$ cat src/rtl/sdseq_pkg.sv
package sdseq_pkg;

  // {csN, rasN, casN, weN}
  typedef enum logic [3:0] {
    CMD_NOP   = 4'b0111,
    CMD_ACT   = 4'b0011,
    CMD_READ  = 4'b0101,
    CMD_WRITE = 4'b0100,
    CMD_REF   = 4'b0001
  } sdCmd_t;

  // strobes from control to datapath, one cycle each
  typedef struct packed {
    logic accept;
    logic activate;
    logic readCmd;
    logic writeCmd;
    logic refresh;
    logic capture;
  } seqStrobe_t;

  function automatic int maxOf(input int a, input int b);
    return (a > b) ? a : b;
  endfunction

endpackage

$ cat src/rtl/sdram_seq_ctrl.sv
module sdram_seq_ctrl
  import sdseq_pkg::*;
#(
  parameter int T_RCD   = 2,
  parameter int CAS_LAT = 2,
  parameter int T_RP    = 1,
  parameter int T_WR    = 2,
  parameter int T_RFC   = 5
) (
  input  logic       clk,
  input  logic       rstN,
  input  logic       req,
  input  logic       we,
  input  logic       refReq,
  output logic       ready,
  output seqStrobe_t strobe
);

  localparam int MAX_WAIT = maxOf(maxOf(maxOf(T_RCD, CAS_LAT + 1), maxOf(T_RP, T_WR)), T_RFC);
  localparam int CNT_W    = $clog2(MAX_WAIT + 2);

  typedef enum logic [3:0] {
    S_IDLE, S_ACT, S_RCD, S_RW, S_CAS, S_WR, S_RP, S_REF, S_RFC
  } state_t;

  state_t           state, stateNext;
  logic [CNT_W-1:0] cnt, cntNext;
  logic             isWrite;
  logic             refPend;
  logic             lastTick;
  logic             refTake;

  assign lastTick = (cnt == CNT_W'(1));
  assign refTake  = (state == S_IDLE) && refPend;
  assign ready    = (state == S_IDLE) && !refPend;

  always_comb begin
    stateNext = state;
    cntNext   = (cnt != '0) ? cnt - CNT_W'(1) : cnt;
    strobe    = '0;
    unique case (state)
      S_IDLE: begin
        if (refPend) begin
          stateNext = S_REF;
        end else if (req) begin
          strobe.accept = 1'b1;
          stateNext     = S_ACT;
        end
      end
      S_ACT: begin
        strobe.activate = 1'b1;
        stateNext       = S_RCD;
        cntNext         = CNT_W'(T_RCD);
      end
      S_RCD: begin
        if (lastTick) stateNext = S_RW;
      end
      S_RW: begin
        if (isWrite) begin
          strobe.writeCmd = 1'b1;
          stateNext       = S_WR;
          cntNext         = CNT_W'(T_WR);
        end else begin
          strobe.readCmd = 1'b1;
          stateNext      = S_CAS;
          cntNext        = CNT_W'(CAS_LAT + 1);
        end
      end
      S_CAS: begin
        if (lastTick) begin
          strobe.capture = 1'b1;
          stateNext      = S_RP;
          cntNext        = CNT_W'(T_RP);
        end
      end
      S_WR: begin
        if (lastTick) begin
          stateNext = S_RP;
          cntNext   = CNT_W'(T_RP);
        end
      end
      S_RP: begin
        if (lastTick) stateNext = S_IDLE;
      end
      S_REF: begin
        strobe.refresh = 1'b1;
        stateNext      = S_RFC;
        cntNext        = CNT_W'(T_RFC);
      end
      S_RFC: begin
        if (lastTick) stateNext = S_IDLE;
      end
      default: stateNext = S_IDLE;
    endcase
  end

  always_ff @(posedge clk or negedge rstN) begin
    if (!rstN) begin
      state   <= S_IDLE;
      cnt     <= '0;
      isWrite <= 1'b0;
      refPend <= 1'b0;
    end else begin
      state   <= stateNext;
      cnt     <= cntNext;
      refPend <= refReq | (refPend & ~refTake);
      if (strobe.accept) isWrite <= we;
    end
  end

endmodule

$ cat src/rtl/sdram_seq_dp.sv
module sdram_seq_dp
  import sdseq_pkg::*;
#(
  parameter int BANK_W = 2,
  parameter int ROW_W  = 13,
  parameter int COL_W  = 9,
  parameter int DATA_W = 32,
  parameter int AP_BIT = 10
) (
  input  logic                             clk,
  input  logic                             rstN,
  input  seqStrobe_t                       strobe,
  input  logic [BANK_W+ROW_W+COL_W-1:0]    addr,
  input  logic [DATA_W-1:0]                wdata,
  input  logic [DATA_W-1:0]                sdDqIn,
  output logic                             rvalid,
  output logic [DATA_W-1:0]                rdata,
  output logic                             sdCsN,
  output logic                             sdRasN,
  output logic                             sdCasN,
  output logic                             sdWeN,
  output logic [BANK_W-1:0]                sdBa,
  output logic [ROW_W-1:0]                 sdA,
  output logic [DATA_W-1:0]                sdDqOut,
  output logic                             sdDqOe,
  output logic [DATA_W/8-1:0]              sdDqm
);

  localparam int ADDR_W = BANK_W + ROW_W + COL_W;

  logic [ADDR_W-1:0] addrQ;
  logic [DATA_W-1:0] wdataQ;
  logic [COL_W-1:0]  colF;
  logic [ROW_W-1:0]  rowF;
  logic [BANK_W-1:0] bankF;
  logic [ROW_W-1:0]  colWord;
  sdCmd_t            cmdQ;

  assign colF  = addrQ[COL_W-1:0];
  assign rowF  = addrQ[COL_W +: ROW_W];
  assign bankF = addrQ[COL_W+ROW_W +: BANK_W];

  always_comb begin
    colWord              = '0;
    colWord[COL_W-1:0]   = colF;
    colWord[AP_BIT]      = 1'b1;
  end

  assign {sdCsN, sdRasN, sdCasN, sdWeN} = cmdQ;

  always_ff @(posedge clk or negedge rstN) begin
    if (!rstN) begin
      addrQ   <= '0;
      wdataQ  <= '0;
      cmdQ    <= CMD_NOP;
      sdBa    <= '0;
      sdA     <= '0;
      sdDqOut <= '0;
      sdDqOe  <= 1'b0;
      sdDqm   <= '1;
      rdata   <= '0;
      rvalid  <= 1'b0;
    end else begin
      cmdQ   <= CMD_NOP;
      sdDqOe <= 1'b0;
      sdDqm  <= '1;
      rvalid <= strobe.capture;
      if (strobe.capture) rdata <= sdDqIn;
      if (strobe.accept) begin
        addrQ  <= addr;
        wdataQ <= wdata;
      end
      if (strobe.activate) begin
        cmdQ <= CMD_ACT;
        sdBa <= bankF;
        sdA  <= rowF;
      end
      if (strobe.readCmd) begin
        cmdQ  <= CMD_READ;
        sdBa  <= bankF;
        sdA   <= colWord;
        sdDqm <= '0;
      end
      if (strobe.writeCmd) begin
        cmdQ    <= CMD_WRITE;
        sdBa    <= bankF;
        sdA     <= colWord;
        sdDqOut <= wdataQ;
        sdDqOe  <= 1'b1;
        sdDqm   <= '0;
      end
      if (strobe.refresh) cmdQ <= CMD_REF;
    end
  end

endmodule

$ cat src/rtl/sdram_seq.sv
module sdram_seq
  import sdseq_pkg::*;
#(
  parameter int BANK_W  = 2,
  parameter int ROW_W   = 13,
  parameter int COL_W   = 9,
  parameter int DATA_W  = 32,
  parameter int AP_BIT  = 10,
  parameter int T_RCD   = 2,
  parameter int CAS_LAT = 2,
  parameter int T_RP    = 1,
  parameter int T_WR    = 2,
  parameter int T_RFC   = 5
) (
  input  logic                          clk,
  input  logic                          rstN,
  input  logic                          req,
  input  logic                          we,
  input  logic [BANK_W+ROW_W+COL_W-1:0] addr,
  input  logic [DATA_W-1:0]             wdata,
  output logic                          ready,
  output logic                          rvalid,
  output logic [DATA_W-1:0]             rdata,
  input  logic                          refReq,
  output logic                          sdCsN,
  output logic                          sdRasN,
  output logic                          sdCasN,
  output logic                          sdWeN,
  output logic [BANK_W-1:0]             sdBa,
  output logic [ROW_W-1:0]              sdA,
  output logic [DATA_W-1:0]             sdDqOut,
  input  logic [DATA_W-1:0]             sdDqIn,
  output logic                          sdDqOe,
  output logic [DATA_W/8-1:0]           sdDqm
);

  seqStrobe_t strobe;

  sdram_seq_ctrl #(
    .T_RCD(T_RCD), .CAS_LAT(CAS_LAT), .T_RP(T_RP), .T_WR(T_WR), .T_RFC(T_RFC)
  ) i_ctrl (
    .clk(clk), .rstN(rstN), .req(req), .we(we), .refReq(refReq),
    .ready(ready), .strobe(strobe)
  );

  sdram_seq_dp #(
    .BANK_W(BANK_W), .ROW_W(ROW_W), .COL_W(COL_W), .DATA_W(DATA_W), .AP_BIT(AP_BIT)
  ) i_dp (
    .clk(clk), .rstN(rstN), .strobe(strobe), .addr(addr), .wdata(wdata),
    .sdDqIn(sdDqIn), .rvalid(rvalid), .rdata(rdata),
    .sdCsN(sdCsN), .sdRasN(sdRasN), .sdCasN(sdCasN), .sdWeN(sdWeN),
    .sdBa(sdBa), .sdA(sdA), .sdDqOut(sdDqOut), .sdDqOe(sdDqOe), .sdDqm(sdDqm)
  );

endmodule

$ cat config.mk
export PLATFORM = sky130hd
export DESIGN_NAME = sdram_seq
export DESIGN_NICKNAME = d
export VERILOG_FILES = /design/src/rtl/sdseq_pkg.sv /design/src/rtl/sdram_seq_ctrl.sv /design/src/rtl/sdram_seq_dp.sv /design/src/rtl/sdram_seq.sv
export SDC_FILE = /design/constraint.sdc
export NUM_CORES = 1
export LEC_CHECK = 0
export ABC_AREA = 1
export BUFFER_PORTS_ARGS = -buffer_cell sky130_fd_sc_hd__buf_2
export CELL_PAD_IN_SITES_DETAIL_PLACEMENT = 1
export CELL_PAD_IN_SITES_GLOBAL_PLACEMENT = 1
export CORE_MARGIN = 2
export CORE_UTILIZATION = 34
export CTS_CLUSTER_DIAMETER = 80
export DETAILED_ROUTE_END_ITERATION = 12
export GPL_TIMING_DRIVEN = 0
export PLACE_DENSITY = 0.83
export SLEW_MARGIN = 20
export SYNTH_ARGS = -nofsm -noshare
export SYNTH_HDL_FRONTEND = slang
export SYNTH_SLANG_ARGS = --single-unit
$ cat constraint.sdc
create_clock -name clk -period 1.3 [get_ports clk]
set_input_delay 0.13 -clock clk [delete_from_list [all_inputs] [get_ports clk]]
set_output_delay 0.13 -clock clk [all_outputs]
set_load 0.05 [all_outputs]
# Yosys cells after proc, flatten, opt, wreduce, memory -nomap -nowiden
# Cells that the tools add are included.
[totals] reg_bits=153 inputBits=93 output_inout_bits=90 word_cells=74
[op_classes] addsub=1 n_eq_ne=13 muxes=34 n_bitwise=3 reduce_logical=9
[ops] op="two-way mux 13 bit" n=3
[ops] op="two-way mux 4 bit" n=7
[ops] op="one-hot mux 4 bit (7 select lines)" n=1
[ops] op="two-way mux 3 bit" n=6
[ops] op="== test 4 x 3 -> 1 bit (second input constant)" n=4
[ops] op="two-way mux 1 bit" n=12
[ops] op="one-hot mux 3 bit (4 select lines)" n=1
[ops] op="== test 4 x 2 -> 1 bit (second input constant)" n=2
[ops] op="two-way mux 2 bit" n=4
[ops] op="inequality test 2 x 1 -> 1 bit (second input constant)" n=3
[ops] op="nonzero test 3 bit" n=2
[ops] op="== test 4 x 1 -> 1 bit (second input constant)" n=1
[ops] op="== test 4 bit (second input constant)" n=1
[ops] op="zero test 4 bit" n=1
[ops] op="AND reduction 4 bit" n=1
[ops] op="OR reduction 2 bit" n=2
[ops] op="== test 3 x 1 -> 1 bit (second input constant)" n=1
[ops] op="inequality test 3 x 2 -> 1 bit (second input constant)" n=1
[ops] op="subtractor 3 x 1 -> 3 bit (second input constant)" n=1
[ops] op="logical AND 1 bit" n=2
[ops] op="bitwise AND 1 bit" n=1
[ops] op="zero test 1 bit" n=1
[ops] op="inverter 1 bit" n=1
[ops] op="OR 1 bit" n=1

# Depth between registers and ports, before layout
[depth] word_depth=6 ltp_mapped=9 mapped_depth_nobuf=8

# Modules after synthesis
# From an unflattened synthesis, not the netlist that was laid out.
[unflattened] cells_unflattened=656 area_unflattened_um2=6278.5
[modules_own_cells] mod="sdram_seq_dp" instances=1 cells_each=569 area_per_inst_um2=5624.1 seq_area_each_um2=3533.4
[modules_own_cells] mod="sdram_seq_ctrl" instances=1 cells_each=87 area_per_inst_um2=654.4 seq_area_each_um2=225.2

# Least setup slack after synthesis
# Ideal clock, no wire load.
[synth_timing] kind="register -> register" from="register i_ctrl.state[0]" to="register i_dp.wdataQ[22]" setup_ps=67 arrival_time_ps=1367 t_required_ps=1233 setup_slack_ps=-134 stages_incl_launch_ff=8 path_buffers=2 period_less_slack_ps=1434 cell_sequence="dfrtp_1 buf_2 nor2_4 nand3_2 inv_4 buf_2 nand3_1 nand2_1"
[synth_via] elab_chain_cells=2
[synth_lines] item="start, declared" line="sdram_seq_ctrl.sv:26" rtl="state_t state, stateNext;"
[synth_lines] item="start signal, assigned" line="sdram_seq_ctrl.sv:104" rtl="state <= stateNext;"
[synth_lines] item="zero test 4 bit" line="sdram_seq_ctrl.sv:41" rtl="unique case (state)"
[synth_lines] item="two-way mux 1 bit" line="sdram_seq_ctrl.sv:41"
[synth_lines] item="end signal, assigned" line="sdram_seq_dp.sv:71" rtl="wdataQ <= wdata;"
[synth_lines] item="end, declared" line="sdram_seq_dp.sv:32" rtl="logic [DATA_W-1:0] wdataQ;"
# No other way between the ends.
# A chain may end at the register's enable or synchronous reset.

# Worst setup path after layout
[layout_timing] from="register i_ctrl.state[0]" to="register i_dp.addrQ[5]"
[layout_via] elab_chain_cells=2
[layout_lines] item="zero test 4 bit" line="sdram_seq_ctrl.sv:41"
[layout_lines] item="two-way mux 1 bit" line="sdram_seq_ctrl.sv:41"
[layout_lines] item="end signal, assigned" line="sdram_seq_dp.sv:70" rtl="addrQ <= addr;"
[layout_lines] item="end, declared" line="sdram_seq_dp.sv:31" rtl="logic [ADDR_W-1:0] addrQ;"
# No other way between the ends.

==> impl_results.md <==
- Max-capacitance violation count: 0
- Post-Synthesis Cells: 671
- Total congestion overflow: 0
- Final standard cell count with taps included and fillers excluded: 1264
- Final setup violation count: 153
- Insertion delay of the later-clocked pin in the worst-skew pair: 0.43 ns
- Worst hold-check path type: input pin to async pin
- Commonest cells after routing, fill and taps aside: buf_2, nand2_1, dfrtp_1, nand2_2, dlygate4sd3_1
- Hold violation total from the final report: 0
- Syn Nets: 767
- Flop and latch count out of synthesis: 150
- Part of the Yosys area used for sequential elements: 62.4%
- Number of H-tree levels: 4
- Most common cell after layout, fill and taps aside: buf_2
- Combined global-route utilization of all metal layers: 25.9%
- Number of antenna violations at the first check in global routing: 0
- Static leakage power: 5.82 nW
- Nets: 1122
- Headroom to the max-slew limit: 54.0%
- Antenna cells: 0
- Setup repair after global routing missed its margin: yes
- Post-detail-place hpwl: 11.8 mm
- Worst clock skew: 0.0133 ns
- Number of top-level design ports: 183
- Total power density per cell area: 954 nW/µm²
- Total die area: 18800 µm²
- Top area cells in the synthesized netlist: dfrtp_1, nand2_1, nand3_1
- Ratio of cells with drive above 1 in the final layout: 54.2%
- Startpoint Class: flip-flop
- Root buffer selected by CTS: clkbuf_16
- Status: finished with violations
- Synth unique cells: 29
- Maximum number of pins on one net before global-route repair: 82
- Worst-margin pin slew: 0.691 ns
- Drt wl/cell: 23.3 µm
- Cell area after synthesis: 6020 µm²
- Horiz. Die Dim: 137 µm
- Final worst path period share: 128%
- Number of vias per cell: 5.03
- Met3 routed WL: 1.44 mm
- Clock tree from TritonCTS: done
- Instance area after placement: 7260 µm²
- Critical path class: flip-flop to flip-flop
- Clock buffer count from CTS: 17
- Quantity of I/O buffers inserted on ports: 181
- Worst setup slack after placement: -0.314 ns
- Worst Path Required: 1.61 ns
- Final ANT Viol Nets: 0
- Post-route cell area: 11200 µm²
- Cell taking the most area after synthesis: dfrtp_1
- Violated checks: negative setup slack
- M1 WL: 10.4 mm
- Detailed-routing iteration count for the pre-antenna-repair pass: 5
- Total instance count after detailed placement: 1078
- Final routed DRC violation total: 0
- VDD IR-drop max: 0.000915 V
- Worst r2r src: i_ctrl.state[0]
- Clock Pin Slew Worst Setup and Hold Paths: 0.07 ns
- Maximum achievable frequency: 600 MHz
- Via total after detailed routing: 6353
- Source of the critical timing path: i_ctrl.state[0]
- Number of core rows: 48
- Weighted congestion at the end of routability-driven global placement: 0.821
- Share of Yosys cell area claimed by the top area cell type: 60.7%
- Clock net sink count: 150
- Vertical die dimension: 137 µm
- Highest signal layer in the routed design: met4
- Yosys warning count: 0
- Final worst hold slack: 0.242 ns
- Total power after layout: 10.7 mW
- Vias in the first global route: 6882
- Global-route wire length before repair: 36.5 mm
- Area delta synth->final: 86.0%
- DRC marker count from the first detailed-route iteration: 249
- Final critical path time including I/O delays and setup: 1.67 ns
- Average cell area after synthesis: 8.97 µm²
- Final Worst Setup Slack: -0.367 ns
- Total met2 wirelength after detailed routing: 16.1 mm
- Core footprint: 17300 µm²
- Initial core utilization: 34.8%
- Crit path capture type: flip-flop
- Routed wire length: 29.5 mm
- Clk buf depth: 2
- Final Max Slew Viols: 0
- Maximum fanout along the worst path: 7
- Data arrival time at the worst-slack endpoint: 1.98 ns
## cell families (layout without fill, tap and decap cells)
kind of cell             after synthesis  in the layout  synth area share, %
AND/OR/NAND/NOR                      395            396                 26.3
flip-flops                           150            150                 62.4
buffers and inverters                 78            445                 6.13
AO/OA/AOI/OAI                         43             43                 4.34
adder cells (fa/ha/maj)                3              3                0.624
other                                  1              1               0.0623
XOR/XNOR                               1              1                0.146
## per-stage QoR
step | utilization (%) | setup TNS, ns
detailed placement | 41.9 | -30.58
CTS | 56.3 | -22.15
floorplan | - | -0.879
global route | 64.7 | -41.85
global placement | 41.7 | -348.61
finish | 64.7 | -34.33
## critical path: stages (launching register included)
cell,delay (ns)
dfrtp_2,0.44
nor2_4,0.18
nand3_4,0.11
clkinv_4,0.08
buf_12,0.14
buf_12,0.11
nand2_8,0.10
clkbuf_16,0.21
nor2_4,0.12
a21oi_2,0.05
## sequential cells by signal, summed over array words and instances, names as in the netlist
register / flops
i_dp.sdA: 13
i_dp.addrQ: 24
i_dp.sdDqOut: 32
i_dp.sdDqm: 1
i_ctrl.isWrite: 1
i_dp.rvalid: 1
i_ctrl.state: 4
i_dp.rdata: 32
i_ctrl.cnt: 3
i_dp.cmdQ: 3
i_dp.sdDqOe: 1
i_dp.sdBa: 2
i_dp.wdataQ: 32
i_ctrl.refPend: 1
## Yosys cell counts
library cell,count
o21bai_1,2
buf_6,2
a31oi_1,1
ha_1,3
nand2_4,1
inv_4,1
conb_1,1
a21oi_1,23
buf_2,20
clkbuf_1,5
nor2_4,1
nand4_1,2
o22ai_1,1
o21ai_0,5
nand3_2,1
nor2_1,35
nand3_4,1
nand2_2,1
dfrtp_1,146
buf_4,9
dfstp_2,4
clkinv_1,1
inv_2,3
o221ai_1,9
xor2_1,1
nand2_1,309
nand3_1,44
inv_1,37
o211ai_1,2
## layer usage
| layer | vias up | track usage, % |
|---|---|---|
| li1 | 2803 | - |
| met1 | 3196 | 27.5 |
| met2 | 249 | 47.3 |
| met3 | 105 | 6.78 |
| met4 | 0 | 12.6 |
| met5 | - | 0 |
## path summary, 6_finish.rpt
path / end / slack (ns) / cells after the start
worst min-delay path: i_ctrl.cnt[2] / 0.24 / 2
worst max register to register: i_dp.addrQ[5] / -0.37 / 9
worst min register to register: i_dp.sdDqOut[25] / 0.46 / 2
worst max-delay path: i_dp.addrQ[5] / -0.37 / 9
min in group clk: i_dp.addrQ[18] / 0.27 / 4
max in group asynchronous: i_dp.sdDqOut[21] / 0.26 / 3
## where the power goes
| part | total, mW | internal (mW) | switching (mW) |
|---|---|---|---|
| Combinational | 0.564 | 0.297 | 0.267 |
| Sequential | 4.67 | 4.67 | 0 |
| Clock | 5.44 | 3.37 | 2.07 |
## cell type report
class	count	area, µm²
tap	225	282
inverter	42	193
fill	1846	6100
clock inverter	8	148
clock buffer	24	482
multi-input combinational	444	3120
sequential	150	3760
timing repair buffer	336	2730
buffer	35	480
## repair_timing
| action | in CTS | in global routing |
|---|---|---|
| buffers inserted | 31 | 18 |
| hold buffers | 91 | 0 |
| pin swaps | 14 | 65 |
| gates resized for setup | 169 | 328 |
| endpoints found under the hold margin | 155 | 0 |
| setup endpoints to repair | 150 | 153 |
| cloned | 10 | 9 |
No activity file was read; power rests on OpenSTA's default activity.
